<file path="src/rtl/splitter_pkg.sv">
package splitter_pkg;

    typedef enum logic [2:0] {
        ST_IDLE,
        ST_PLAN,
        ST_COUNT,
        ST_SHARE,
        ST_EMIT
    } split_state_e;

    typedef struct packed {
        logic [31:0] addr;
        logic [31:0] len;
    } seg_t;

    // Largest count representable in a piece of the given width.
    function automatic logic [31:0] piece_max(input int piece_w);
        return (32'd1 << piece_w) - 32'd1;
    endfunction

    // Clear the low alignment bits.
    function automatic logic [31:0] align_down(input logic [31:0] v, input int bits);
        return v & ~((32'd1 << bits) - 32'd1);
    endfunction

endpackage

</file>
<file path="src/rtl/seq_divider.sv">
module seq_divider #(
    parameter int W = 20
) (
    input  logic         clk,
    input  logic         rst,
    input  logic         start,
    input  logic [W-1:0] dividend,
    input  logic [W-1:0] divisor,
    output logic         busy,
    output logic         done,
    output logic [W-1:0] quotient,
    output logic [W-1:0] remainder
);
    localparam int CW = $clog2(W + 1);

    logic [W:0]   acc;
    logic [W-1:0] quo;
    logic [W-1:0] dvs;
    logic [CW-1:0] cnt;
    logic         run;
    logic [W:0]   shifted;
    logic         ge;

    always_comb begin
        shifted = {acc[W-1:0], quo[W-1]};
        ge      = shifted >= {1'b0, dvs};
    end

    always_ff @(posedge clk) begin
        if (rst) begin
            acc <= '0;
            quo <= '0;
            dvs <= '0;
            cnt <= '0;
            run <= 1'b0;
        end else if (start) begin
            acc <= '0;
            quo <= dividend;
            dvs <= divisor;
            cnt <= CW'(W);
            run <= 1'b1;
        end else if (run) begin
            if (cnt != '0) begin
                acc <= ge ? (shifted - {1'b0, dvs}) : shifted;
                quo <= {quo[W-2:0], ge};
                cnt <= cnt - 1'b1;
            end else begin
                run <= 1'b0;
            end
        end
    end

    assign busy      = run;
    assign done      = run && (cnt == '0);
    assign quotient  = quo;
    assign remainder = acc[W-1:0];

    AST_DIV_NO_RESTART: assert property (@(posedge clk) disable iff (rst)
        start |-> (!run || done));
    AST_DIV_REM_BELOW: assert property (@(posedge clk) disable iff (rst)
        done |-> (remainder < dvs));

endmodule

</file>
<file path="src/rtl/req_checker.sv">
module req_checker #(
    parameter int ADDR_W     = 32,
    parameter int LEN_W      = 20,
    parameter int ALIGN_BITS = 2
) (
    input  logic [ADDR_W-1:0] addr,
    input  logic [LEN_W-1:0]  len,
    output logic              bad_align,
    output logic              bad_len
);
    assign bad_align = |addr[ALIGN_BITS-1:0];
    assign bad_len   = (len == '0);
endmodule

</file>
<file path="src/rtl/aligned_splitter.sv">
module aligned_splitter
    import splitter_pkg::*;
#(
    parameter int ADDR_W     = 32,
    parameter int LEN_W      = 20,
    parameter int PIECE_W    = 13,
    parameter int ALIGN_BITS = 2
) (
    input  logic              clk,
    input  logic              rst,
    input  logic              in_valid,
    output logic              in_ready,
    input  logic [ADDR_W-1:0] in_addr,
    input  logic [LEN_W-1:0]  in_len,
    output logic              out_valid,
    input  logic              out_ready,
    output logic [ADDR_W-1:0] out_addr,
    output logic [PIECE_W-1:0] out_len,
    output logic              out_last,
    output logic              err,
    output logic              busy
);
    localparam logic [31:0] MAX_CNT  = piece_max(PIECE_W);
    localparam logic [31:0] LIMIT    = align_down(MAX_CNT, ALIGN_BITS);
    localparam logic [LEN_W-1:0] MAX_W   = LEN_W'(MAX_CNT);
    localparam logic [LEN_W-1:0] LIMIT_W = LEN_W'(LIMIT);
    localparam logic [LEN_W-1:0] ALIGN_MASK_W = ~LEN_W'((1 << ALIGN_BITS) - 1);
    localparam int BOUND = 2 * LEN_W + 4;
    localparam int WCW   = $clog2(BOUND + 2) + 1;

    split_state_e      state;
    logic [ADDR_W-1:0] cur_addr;
    logic [LEN_W-1:0]  rem;
    logic [LEN_W-1:0]  piece;
    logic              err_q;

    logic              bad_align, bad_len;
    logic              dv_start, dv_busy, dv_done;
    logic [LEN_W-1:0]  dv_divisor, dv_q, dv_r;
    logic [LEN_W-1:0]  mult;
    logic              take;
    logic              piece_go;

    req_checker #(
        .ADDR_W(ADDR_W), .LEN_W(LEN_W), .ALIGN_BITS(ALIGN_BITS)
    ) u_check (
        .addr      (in_addr),
        .len       (in_len),
        .bad_align (bad_align),
        .bad_len   (bad_len)
    );

    seq_divider #(.W(LEN_W)) u_div (
        .clk       (clk),
        .rst       (rst),
        .start     (dv_start),
        .dividend  (rem),
        .divisor   (dv_divisor),
        .busy      (dv_busy),
        .done      (dv_done),
        .quotient  (dv_q),
        .remainder (dv_r)
    );

    // ceil(rem / LIMIT) from the first division
    assign mult = dv_q + ((dv_r != '0) ? LEN_W'(1) : '0);

    always_comb begin
        dv_start   = 1'b0;
        dv_divisor = LIMIT_W;
        if (state == ST_PLAN && rem > MAX_W) begin
            dv_start   = 1'b1;
            dv_divisor = LIMIT_W;
        end else if (state == ST_COUNT && dv_done) begin
            dv_start   = 1'b1;
            dv_divisor = mult;
        end
    end

    assign take     = in_valid && in_ready;
    assign piece_go = out_valid && out_ready;

    always_ff @(posedge clk) begin
        if (rst) begin
            state    <= ST_IDLE;
            cur_addr <= '0;
            rem      <= '0;
            piece    <= '0;
            err_q    <= 1'b0;
        end else begin
            err_q <= 1'b0;
            unique case (state)
                ST_IDLE: begin
                    if (take) begin
                        if (bad_align || bad_len) begin
                            err_q <= 1'b1;
                        end else begin
                            cur_addr <= in_addr;
                            rem      <= in_len;
                            state    <= ST_PLAN;
                        end
                    end
                end
                ST_PLAN: begin
                    if (rem <= MAX_W) begin
                        piece <= rem;
                        state <= ST_EMIT;
                    end else begin
                        state <= ST_COUNT;
                    end
                end
                ST_COUNT: begin
                    if (dv_done) state <= ST_SHARE;
                end
                ST_SHARE: begin
                    if (dv_done) begin
                        piece <= dv_q & ALIGN_MASK_W;
                        state <= ST_EMIT;
                    end
                end
                ST_EMIT: begin
                    if (piece_go) begin
                        cur_addr <= cur_addr + ADDR_W'(piece);
                        rem      <= rem - piece;
                        state    <= (piece == rem) ? ST_IDLE : ST_PLAN;
                    end
                end
                default: state <= ST_IDLE;
            endcase
        end
    end

    assign in_ready  = (state == ST_IDLE);
    assign busy      = (state != ST_IDLE);
    assign out_valid = (state == ST_EMIT);
    assign out_addr  = cur_addr;
    assign out_len   = piece[PIECE_W-1:0];
    assign out_last  = (piece == rem);
    assign err       = err_q;

    // Cycles spent waiting for the next piece while busy
    logic [WCW-1:0] wait_cnt;
    always_ff @(posedge clk) begin
        if (rst || !busy || out_valid) wait_cnt <= '0;
        else                           wait_cnt <= wait_cnt + 1'b1;
    end

    AST_READY_ONLY_IDLE: assert property (@(posedge clk) disable iff (rst)
        in_ready |-> (!out_valid && !dv_busy));
    AST_ERR_NO_WORK: assert property (@(posedge clk) disable iff (rst)
        err |-> (!busy && !out_valid));
    AST_ERR_SINGLE: assert property (@(posedge clk) disable iff (rst)
        err |=> !err);
    AST_OUT_HOLD: assert property (@(posedge clk) disable iff (rst)
        (out_valid && !out_ready) |=> (out_valid && $stable(out_addr)
            && $stable(out_len) && $stable(out_last)));
    AST_PIECE_RANGE: assert property (@(posedge clk) disable iff (rst)
        out_valid |-> (out_len != '0 && 32'(out_len) <= MAX_CNT
            && out_addr[ALIGN_BITS-1:0] == '0));
    AST_LAST_ENDS: assert property (@(posedge clk) disable iff (rst)
        (piece_go && out_last) |=> (!busy && in_ready));
    AST_MID_CONTINUES: assert property (@(posedge clk) disable iff (rst)
        (piece_go && !out_last) |=> busy);
    AST_WAIT_BOUND: assert property (@(posedge clk) disable iff (rst)
        32'(wait_cnt) <= BOUND);

endmodule

</file>
<file path="config.mk">
export PLATFORM = sky130hd
export DESIGN_NAME = aligned_splitter
export DESIGN_NICKNAME = d
export VERILOG_FILES = /design/src/rtl/splitter_pkg.sv /design/src/rtl/seq_divider.sv /design/src/rtl/req_checker.sv /design/src/rtl/aligned_splitter.sv
export SDC_FILE = /design/constraint.sdc
export NUM_CORES = 1
export LEC_CHECK = 0
export ABC_CLOCK_PERIOD_IN_PS = 3690
export CORE_ASPECT_RATIO = 0.7
export CORE_MARGIN = 1.5
export CORE_UTILIZATION = 55
export DETAILED_ROUTE_END_ITERATION = 16
export PLACE_DENSITY = 0.78
export SLEW_MARGIN = 20
export SYNTH_ARGS = -nofsm -noshare
export SYNTH_HDL_FRONTEND = slang
export SYNTH_SLANG_ARGS = --single-unit
</file>
<file path="constraint.sdc">
create_clock -name clk -period 3.69 [get_ports clk]
set_input_delay 0.738 -clock clk [delete_from_list [all_inputs] [get_ports clk]]
set_output_delay 0.738 -clock clk [all_outputs]
set_load 0.02 [all_outputs]
</file>
==> impl_metrics.ini <==
[worst_setup_path]
startpoint = piece[4]
endpoint_kind = primary output
endpoint = out_last
r2r-start = piece[0]
ff2ff_path_depth = 11
startpoint_type = flop
r2r_setup_slack_ns = 0.52
critPathArrivalTime_ns = 2.83
critPathKind = reg -> out
crit_fanout = 6
required_ns = 2.95
timing.rr.end = rem[14]

[route]
dr.pass1.iters = 6
avgViaCountPerCell = 6.26
vias = 9821
drtIter0Drc = 1080
wirelength_um = 28000
wl_per_cell_um = 17.9
drtAntennaViolNets = 0
drc = 0

[placement]
place.gp.congestion = 0.950
hpwlAfterDp_um = 20500
port_buffers = 105

[clock_tree]
cts_buffer_depth = 2
clockRootBuffer = clkbuf_16
cts_max_level = 4
postCtsSetupRepairBufs = 0
cts_sinks = 142
worst_skew_pair.late_latency_ns = 0.43
cts_tree = done
clk_pin_slew_ns = 0.06
cts-buffers-inserted = 17

[timing]
fmax_mhz = 281
whs_ns = 0.476
setup_tns_ns = 0
setup_viol = 0
maxSlewViolCount = 0
slew-limit-headroom_pct = 37.9
tightest_slew_ns = 0.924
rsz0062_at_grt = no
clock_skew_ns = 0.0112
fin_crit_ns = 3.57
finalHoldViolations = 0
finalCritPeriodShare_pct = 96.6

[die]
fp.dieH_um = 115
dieArea_sq_um = 18600
die_x_um = 162
initial_core_util_pct = 56.7
num_rows = 40
core_sq_um = 17300
io-pin-count = 106

[power_and_ir_drop]
p_total_uw = 8500
clock_power_share_pct = 21.0
swShare_pct = 43.2
power.switching_uw = 3670
p_seq_share_pct = 25.3
irDropWorstVdd_mv = 0.462
power_density_nw_per_um2 = 740
cellLeakagePower_uw = 0.00445
combPwrFrac_pct = 53.8
internal_power_uw = 4830

[synth]
synth.avg_cell_area_sq_um = 7.72
synthFlopType = dfxtp_1
synth_area_sq_um = 9790
synth_edf_count = 0
async_flop_share_pct = 0
synth_cell_type_count = 86
yosys.area.top_type = dfxtp_1
synth-seq-cells = 142
syn-num-nets = 1389
ys_warn_count = 0
ys_top_cells_by_area = dfxtp_1, ha_1, nor2_1
ys_seq_area_share_pct = 29.0
synth_cells = 1268
synth.top_cell.area_share_pct = 29.0

[global_routing]
top_usage_layer = met1
grt_max_degree = 68
first_global_vias = 8792
antenna_found_initial = 0
grt_first_pass_wirelength_um = 45700
grt.met2_usage_pct = 43.5
track_usage_pct = 30.5
use_met3_pct = 4.82
grt_overflow_total = 0
grtUsageMet1_pct = 46.9

[run_status]
status = complete, no violations

[layout]
nFillCells = 1473
drive_above_1_share_pct = 5.98
diodes = 0
syn_to_final_growth_pct = 17.3
fin_nets = 1446

[hold_path]
min_path_cells = 2
min-delay-path-class = reg -> reg
min-delay-start = u_div.cnt[0]

[flow_run]
max_cap_viol_count = 0
sequential cells by signal, indices dropped and copies added, names as in the netlist:
name            count
state               3
u_div.acc          20
u_div.cnt           5
u_div.quotient     20
u_div.busy          1
out_addr           32
rem                20
u_div.dvs          20
err                 1
piece              20
layout make-up:
class / count / area, sq um / area share (%)
flip-flops and latches: 142 / 2840 / 24.8
clock buffers: 23 / 458 / 3.99
clock inverters: 9 / 135 / 1.18
well taps: 231 / 289 / 2.52
repair buffers: 122 / 1180 / 10.3
multi-input cells: 975 / 6330 / 55.1
inverters: 67 / 251 / 2.19
power by group through the flow:
stage                     clock [uW]  combinational [uW]  sequential [uW]
after detailed placement           0                4450             2170
after global placement             0                4400             2170
after global routing            1850                5050             2180
final                           1780                4570             2150
after floorplan                    0                3460             2100
after CTS                       1780                4480             2140
worst min path at each step:
stage                              end  slack [ns]
after floorplan           u_div.cnt[0]        0.44
after global placement    u_div.cnt[0]        0.46
after detailed placement  u_div.dvs[0]        0.47
after CTS                 u_div.dvs[3]        0.48
after global routing      u_div.cnt[4]        0.50
final                     u_div.cnt[0]        0.48
layout by cell type (no fill, tap or decap), types with 6 or more instances in the layout:
master / instances
nor2_1: 149
dfxtp_1: 142
nand2_1: 107
a21oi_1: 107
clkdlybuf4s50_1: 104
inv_1: 66
ha_1: 62
a211oi_1: 56
o21ai_0: 53
nand3_1: 41
nor3_1: 35
xnor2_1: 33
and3_1: 31
a311oi_1: 26
xor2_1: 26
mux2i_1: 24
a21o_1: 21
clkbuf_16: 17
buf_4: 17
nor4_1: 16
a31oi_1: 14
o22ai_1: 12
a221oi_1: 12
nand4_1: 10
and2_1: 8
nand2b_1: 6
o21bai_1: 6
o21ai_1: 6
timing repair:
action                     CTS  global route
setup endpoints to repair    0             1
hold buffers                 0             0
gates resized for setup      0             1
cells by family after synthesis:
group / count (synthesis) / share of synthesized area, %
AO/OA/AOI/OAI: 379 / 26.3
XOR/XNOR: 59 / 5.28
adder cells (fa/ha/maj): 65 / 8.53
buffers and inverters: 151 / 6.69
flip-flops: 142 / 29.0
multiplexers: 24 / 2.45
AND/OR/NAND/NOR: 448 / 21.7
per-layer routing:
layer	wire, um	vias to the layer above
li1	-	4735
met1	14000	4623
met2	11400	416
met4	529	0
met3	2110	47
met5	0	-
synthesized netlist by cell type, types with 16 or more instances:
library cell / n
a211oi_1: 56
a21o_1: 21
a21oi_1: 107
a311oi_1: 26
and3_1: 31
clkbuf_1: 61
dfxtp_1: 142
ha_1: 62
inv_1: 66
mux2i_1: 24
nand2_1: 109
nand3_1: 41
nor2_1: 149
nor3_1: 36
nor4_1: 16
o21ai_0: 53
xnor2_1: 33
xor2_1: 26
critical path, stage by stage, from the launching register on:
cell             delay, ns
dfxtp_1               0.43
inv_1                 0.07
ha_1                  0.39
nand2_1               0.10
nor2_1                0.25
nand4_1               0.15
nor3_2                0.33
clkdlybuf4s50_1       0.67
metrics by stage:
step / std cells / instance area (sq um) / setup slack [ns] / util [%]
3_5_place_dp: 1536 / 10900 / 0.339 / 63.0
5_1_grt: 1569 / 11500 / 0.120 / 66.5
6_report: 1569 / 11500 / 0.125 / 66.5
2_1_floorplan: 1268 / 9790 / 1.13 / -
4_1_cts: 1568 / 11500 / 0.127 / 66.4
3_3_place_gp: 1536 / 10900 / 0.418 / 63.0
(Power assumes the default switching activity.)
